### config.mk
export PLATFORM = sky130hd
export DESIGN_NAME = adc_window_cmp
export DESIGN_NICKNAME = d
export VERILOG_FILES = /design/src/rtl/adcmp_pkg.sv /design/src/rtl/adcmp_sample_gate.sv /design/src/rtl/adcmp_level_cmp.sv /design/src/rtl/adcmp_sticky_flag.sv /design/src/rtl/adc_window_cmp.sv
export SDC_FILE = /design/constraint.sdc
export NUM_CORES = 1
export LEC_CHECK = 0
export BUFFER_PORTS_ARGS = -buffer_cell sky130_fd_sc_hd__clkbuf_2
export CORE_AREA = 5 5 42 44
export CTS_BUF_LIST = sky130_fd_sc_hd__clkbuf_2
export DETAILED_ROUTE_END_ITERATION = 6
export DIE_AREA = 0 0 47 49
export MAX_ROUTING_LAYER = met4
export PLACE_DENSITY_LB_ADDON = 0.2
export SYNTH_ARGS = -nofsm -noshare
export SYNTH_HDL_FRONTEND = slang
export SYNTH_SLANG_ARGS = --single-unit
### constraint.sdc
create_clock -name clk -period 2.15 [get_ports clk]
set_input_delay 0.215 -clock clk [delete_from_list [all_inputs] [get_ports clk]]
set_output_delay 0.215 -clock clk [all_outputs]
set_load 0.03 [all_outputs]
### src/rtl/adcmp_pkg.sv
// Package adcmp_pkg
// Shared widths and the encoding of the condition-select input for the
// ADC result window comparator. Assumes results are right-aligned integers.
package adcmp_pkg;

    localparam int unsigned DEF_RES_W = 12;
    localparam int unsigned DEF_CMP_W = 10;
    localparam int unsigned DEF_CH_W  = 5;

    // Encoding of the condition select input
    typedef enum logic {
        COND_BELOW    = 1'b0,
        COND_AT_ABOVE = 1'b1
    } cmp_cond_e;

endpackage

### src/rtl/adcmp_sample_gate.sv
// Module adcmp_sample_gate
// Decides whether the result on the inputs this cycle takes part in a
// comparison: it must be strobed valid, comparison must be enabled and, when
// channel filtering is built in and selected, its channel must match.
// Assumes res_valid is a single-cycle strobe per result.
module adcmp_sample_gate #(
    parameter int unsigned CH_W        = adcmp_pkg::DEF_CH_W,
    parameter bit          CHAN_FILTER = 1'b1
) (
    input  logic            res_valid,
    input  logic [CH_W-1:0] res_chan,
    input  logic            cmp_en,
    input  logic            chan_single,
    input  logic [CH_W-1:0] chan_sel,
    output logic            sample_ok
);

    logic chan_ok;

    generate
        if (CHAN_FILTER) begin : g_filter
            // Channel qualification: pass all, or only the programmed channel
            always_comb begin
                chan_ok = chan_single ? (res_chan == chan_sel) : 1'b1;
            end
        end else begin : g_no_filter
            logic unused_chan;
            // Filter not built: every channel qualifies
            always_comb begin
                unused_chan = ^{res_chan, chan_sel, chan_single};
                chan_ok     = 1'b1;
            end
        end
    endgenerate

    // Combine strobe, enable and channel qualification
    always_comb begin
        sample_ok = res_valid & cmp_en & chan_ok;
    end

endmodule

### src/rtl/adcmp_level_cmp.sv
// Module adcmp_level_cmp
// Compares the upper CMP_W bits of a RES_W-bit result with the threshold
// under the selected condition. The low RES_W-CMP_W bits are discarded.
// Assumes RES_W > CMP_W.
module adcmp_level_cmp
    import adcmp_pkg::*;
#(
    parameter int unsigned RES_W = DEF_RES_W,
    parameter int unsigned CMP_W = DEF_CMP_W
) (
    input  logic [RES_W-1:0] res_data,
    input  logic [CMP_W-1:0] cmp_value,
    input  logic             cmp_ge_sel,
    output logic             cond_met
);

    localparam int unsigned DROP = RES_W - CMP_W;

    logic [CMP_W-1:0] res_top;
    logic             unused_lsbs;
    logic             at_or_above;
    cmp_cond_e        cond;

    // Split the result into compared and discarded parts
    always_comb begin
        res_top     = res_data[RES_W-1:DROP];
        unused_lsbs = ^res_data[DROP-1:0];
    end

    // Magnitude compare and condition selection
    always_comb begin
        cond        = cmp_cond_e'(cmp_ge_sel);
        at_or_above = (res_top >= cmp_value);
        case (cond)
            COND_AT_ABOVE: cond_met = at_or_above;
            default:       cond_met = ~at_or_above;
        endcase
    end

endmodule

### src/rtl/adcmp_sticky_flag.sv
// Module adcmp_sticky_flag
// Holds the comparison flag: set by a hit, cleared by software, a hit in the
// same cycle as a clear takes priority. Drives the gated interrupt request.
// Assumes synchronous active-low reset.
module adcmp_sticky_flag (
    input  logic clk,
    input  logic rst_n,
    input  logic hit,
    input  logic flag_clr,
    input  logic irq_en,
    output logic flag_q,
    output logic irq
);

    // Flag register: reset, set on hit, else clear on request
    always_ff @(posedge clk) begin
        if (!rst_n) begin
            flag_q <= 1'b0;
        end else if (hit) begin
            flag_q <= 1'b1;
        end else if (flag_clr) begin
            flag_q <= 1'b0;
        end
    end

    // Interrupt gating, no added latency
    always_comb begin
        irq = flag_q & irq_en;
    end

endmodule

### src/rtl/adc_window_cmp.sv
// Module adc_window_cmp
// Top of the ADC result window comparator. Qualifies each incoming result,
// tests its upper bits against the threshold and keeps a sticky flag with a
// gated interrupt. Assumes all control inputs are quasi-static register
// fields sampled on the same clock.
module adc_window_cmp
    import adcmp_pkg::*;
#(
    parameter int unsigned RES_W       = DEF_RES_W,
    parameter int unsigned CMP_W       = DEF_CMP_W,
    parameter int unsigned CH_W        = DEF_CH_W,
    parameter bit          CHAN_FILTER = 1'b1
) (
    input  logic             clk,
    input  logic             rst_n,
    input  logic             res_valid,
    input  logic [RES_W-1:0] res_data,
    input  logic [CH_W-1:0]  res_chan,
    input  logic             cmp_en,
    input  logic [CMP_W-1:0] cmp_value,
    input  logic             cmp_ge_sel,
    input  logic             chan_single,
    input  logic [CH_W-1:0]  chan_sel,
    input  logic             irq_en,
    input  logic             flag_clr,
    output logic             cmp_flag,
    output logic             cmp_irq
);

    logic sample_ok;
    logic cond_met;
    logic hit;

    adcmp_sample_gate #(
        .CH_W        (CH_W),
        .CHAN_FILTER (CHAN_FILTER)
    ) u_gate (
        .res_valid   (res_valid),
        .res_chan    (res_chan),
        .cmp_en      (cmp_en),
        .chan_single (chan_single),
        .chan_sel    (chan_sel),
        .sample_ok   (sample_ok)
    );

    adcmp_level_cmp #(
        .RES_W (RES_W),
        .CMP_W (CMP_W)
    ) u_cmp (
        .res_data   (res_data),
        .cmp_value  (cmp_value),
        .cmp_ge_sel (cmp_ge_sel),
        .cond_met   (cond_met)
    );

    // A hit needs a qualified sample that meets the condition
    always_comb begin
        hit = sample_ok & cond_met;
    end

    adcmp_sticky_flag u_flag (
        .clk      (clk),
        .rst_n    (rst_n),
        .hit      (hit),
        .flag_clr (flag_clr),
        .irq_en   (irq_en),
        .flag_q   (cmp_flag),
        .irq      (cmp_irq)
    );

endmodule

-- Word level (Yosys, flattened, before mapping)
Index checks and enable logic that the tools add are counted.
- input bits: 40
- output and inout port bits: 2
- register bits: 1
- multiplexer cells: 4
- magnitude comparators: 1
- reduce and logical (&&, ||, !) cells: 1
- bitwise logic cells: 5
- eq/ne operators: 1
- operators by type and width (operator ; number):
    10-bit greater-or-equal comparator ; 1
    5-bit == test ; 1
    1-bit bitwise AND ; 4
    1-bit two-way mux ; 4
    2-bit nonzero test ; 1
    1-bit inverter ; 1

-- Longest topological paths before layout
- depth after elaboration: 5
- mapped depth: 7
- gate-level depth less buffers: 7

-- Hierarchy
A second synthesis with hierarchy kept.
- cells, all modules: 48
- area, all modules: 392.9 um^2
- by module, submodules not included (module ; area an instance (um^2) ; times used ; seq. area each (um^2) ; cells each):
    adcmp_level_cmp ; 266.5 ; 1 ; 0.0 ; 34
    adcmp_sample_gate ; 71.3 ; 1 ; 0.0 ; 9
    adcmp_sticky_flag ; 48.8 ; 1 ; 20.0 ; 4
    adc_window_cmp ; 6.3 ; 1 ; 0.0 ; 1

-- Least setup slack after synthesis
Ideal clock, no wire load.
- path kind: input-to-reg
- from: input cmp_value[3]
- to: register u_flag.flag_q
- arrival time: 1307 ps
- slack: 778 ps
- library setup time: 65 ps
- stages on the path: 7
- cells stage by stage: inv_1 ha_1 a211o_1 a21oi_2 o21ai_1 mux2_4 nor2_1
- cells in the longest elaborated chain, start to end: 5
- elaborated cells on any way between the ends: 6
- ends and longest elaborated chain (item ; line ; source):
    from (decl) ; adc_window_cmp.sv:20 ; input logic [CMP_W-1:0] cmp_value,
    10-bit greater-or-equal comparator * ; adcmp_level_cmp.sv:33 ; at_or_above = (res_top >= cmp_value);
    1-bit inverter ; adcmp_level_cmp.sv:36 ; default: cond_met = ~at_or_above;
    1-bit two-way mux * ; adcmp_level_cmp.sv:34 ; case (cond)
    1-bit bitwise AND * ; adc_window_cmp.sv:58 ; hit = sample_ok & cond_met;
    1-bit two-way mux or 2-bit nonzero test (tied branches) ; -- ;
    to (signal assigned) ; adcmp_sticky_flag.sv:18 ; flag_q <= 1'b0;
    to (signal assigned) ; adcmp_sticky_flag.sv:20 ; flag_q <= 1'b1;
    to (signal assigned) ; adcmp_sticky_flag.sv:22 ; flag_q <= 1'b0;
    to (decl) ; adcmp_sticky_flag.sv:11 ; output logic flag_q,
Mark *: on every way between the ends. The rest lies on a longest branch, timed or not.
A chain may end at the register's enable or synchronous reset.

-- Worst setup path after layout
Same ends and word-level chain as after synthesis.

==> summary.txt <==
Outcome
  – Outcome: complete, no violations

Yosys
  – Commonest cells post-synth: ha_1, inv_1, xnor2_1
  – Top cell type's share of synthesized area: a little under a third
  – Syn Area/Cell: ~7.3 µm²
  – Gate Count Post-Synth: 54
  – Main area contributors after synthesis: ha_1, xnor2_1, inv_1
  – Yosys warning count: 0
  – Cell Area, Synth: slightly below 400 µm²
  – Primary FF master, synth: dfxtp_1
  – Mapped Nets: between 100 and 150
  – Asr flop ratio synth: 0%
  – Area leader, netlist: ha_1
  – FF+latch count, synth: 1
  – Register area share after synthesis: under 10%
  – Post-synth EDFFs: 0
  – Library cells used by synthesis: 20

Layout
  – Nets: roughly 150
  – Top flop regs: u_flag.flag_q (1)
  – Biggest register: u_flag.flag_q
  – Max reg flops: 1
  – Antenna cells: 0
  – Non-filler cells, final: between 100 and 150
  – Layout cell share with drive strength beyond 1: between 40 and 50%
  – Area growth, synth to finish: 54.4%

CTS
  – Skew-Pair Late Insertion Delay: 0 ns
  – Clock transition at path regs: 0 ns
  – Resized cells post-CTS: 0
  – Cts hold-fix bufs: 0
  – Setup bufs post-CTS: 0

STA
  – Final Setup Violations: 0
  – Skew final: 0 ns
  – Worst setup slack after layout: 0.647 ns
  – TNS Setup: 0 ns
  – Hold slack final: slightly above 0.6 ns
  – Min cycle time layout: between 1.5 and 2 ns
  – Final Hold Vio Count: 0
  – Crit share post-route: roughly 70%
  – Slew margin rel.: between 80% and 90%
  – Unrepaired setup endpoints after global routing: false
  – Peak Freq: ~670 MHz
  – Max-slew violation count: 0
  – Worst-Margin Slew: between 0.2 and 0.3 ns

Critical path
  – Critical Path Start Type: input port
  – Crit path kind: input port to flip-flop
  – Crit path DAT: 1.44 ns
  – Crit-path max FO: 2
  – Worst Path Required: 2.08 ns
  – Worst setup EP type: flip-flop

Place
  – Place WS: 0.630 ns
  – Dpl cells: 109
  – RD Place Congestion: slightly below 0.7
  – Number of I/O port buffers: 39
  – DP HPWL: around 950 µm

GRT
  – Antenna violations before repair: 0
  – GR met3 Demand/Resource: 0%
  – Total grt overflow: 0
  – Met2 Usage GRT: between 10% and 20%
  – Busiest grt layer: met2
  – Vias in the first global route: just over 400
  – GRT Util Overall: under 10%
  – Pin count of the biggest net entering global routing: 5
  – Global-route wire length before repair: ~1.5 mm
  – Routing usage on met1: 9.80%

Route
  – TritonRoute pass-1 iters: 2
  – DRC violations left: 0
  – Routed WL: about 940 µm
  – Initial drt markers: 1
  – Vias: 480
  – Routed Antenna Nets: 0
  – DR vias/cell: around 4.4
  – DR WL/cell: between 8 and 9 µm

Power and ir drop
  – Pwr dens: between 150 and 200 mW/mm²
  – Sequential share of power: around 17%
  – Gate power share: a little over 80%
  – Switching portion of total power: 34.9%
  – Switching power total: approximately 0.041 mW
  – Maximum VDD drop: 0.0674 mV
  – Int Pwr: roughly 0.076 mW
  – Leak Pwr: ~0.37 nW
  – Clk pwr share: 0%

Floorplan
  – Core area: between 0.001 and 0.0015 mm²
  – Starting density of the core: between 20% and 30%
  – Placement Rows: 14
  – Die Height: ~49 µm
  – DIE WIDTH: 47 µm
  – I/O pin count: 42
  – Die area: roughly 0.0023 mm²

Worst hold path
  – Worst Hold Class: input port to flip-flop

Run
  – Max-Cap Viols: 0
==> layout by cell type (no fill, tap or decap), types with 2 or more instances in the layout <==
cell type,n
a21oi_1,3
inv_1,10
o21ai_0,3
nand2_1,3
nand2b_1,2
ha_1,10
clkbuf_2,39
xnor2_1,5
nand4_1,3
nor2_1,4
==> final cells by class <==
class                   count  area [µm²]
inverters                  10        37.5
multi-input cells          43         338
flip-flops and latches      1        20.0
fillers                   154         791
well taps                  16        20.0
repair buffers             39         195
==> through the flow <==
| step | power, mW | instance area [µm²] | utilization (%) |
|---|---|---|---|
| finish | 0.116 | 611 | 43.6 |
| global route | 0.132 | 611 | 43.6 |
| CTS | 0.119 | 611 | 43.6 |
| detailed placement | 0.118 | 611 | 43.6 |
| global placement | 0.116 | 611 | 43.6 |
| floorplan | 0.0740 | 395 | - |
==> final timing paths <==
kind | depth (start not counted) | to | slack (ns) | startpoint
max | 8 | u_flag.flag_q | 0.65 | cmp_value[3]
min | 5 | u_flag.flag_q | 0.62 | rst_n
max reg2reg | 5 | u_flag.flag_q | 0.97 | u_flag.flag_q
min reg2reg | 5 | u_flag.flag_q | 0.77 | u_flag.flag_q
==> worst max-delay path, cell delays in order <==
cell and delay, ns:
clkbuf_2 0.07, inv_1 0.03, ha_1 0.27, a211o_1 0.27
a21oi_2 0.11, o21ai_1 0.09, mux2_4 0.30, nor2_1 0.07
==> metal layers <==
metal	share of wire (%)	routed length, µm
met1	37	350
met2	53	498
met3	9.4	88
met4	0	0
met5	0	0
==> power by group through the flow <==
stage          combinational [mW]  sequential (mW)  clock, mW
2_1_floorplan              0.0529           0.0210          0
3_3_place_gp               0.0961           0.0198          0
3_5_place_dp               0.0982           0.0199          0
4_1_cts                    0.0989           0.0199          0
5_1_grt                     0.112           0.0199          0
6_report                   0.0963           0.0198          0
==> cell families (layout without fill, tap and decap cells) <==
group | count (synthesis) | after routing | synth area share, %
adder cells (fa/ha/maj) | 10 | 10 | 31.6
buffers and inverters | 10 | 49 | 9.49
multiplexers | 1 | 1 | 3.80
flip-flops | 1 | 1 | 5.06
AO/OA/AOI/OAI | 11 | 11 | 17.4
XOR/XNOR | 5 | 5 | 11.1
AND/OR/NAND/NOR | 16 | 16 | 21.5
No activity file was read; power rests on OpenSTA's default activity.
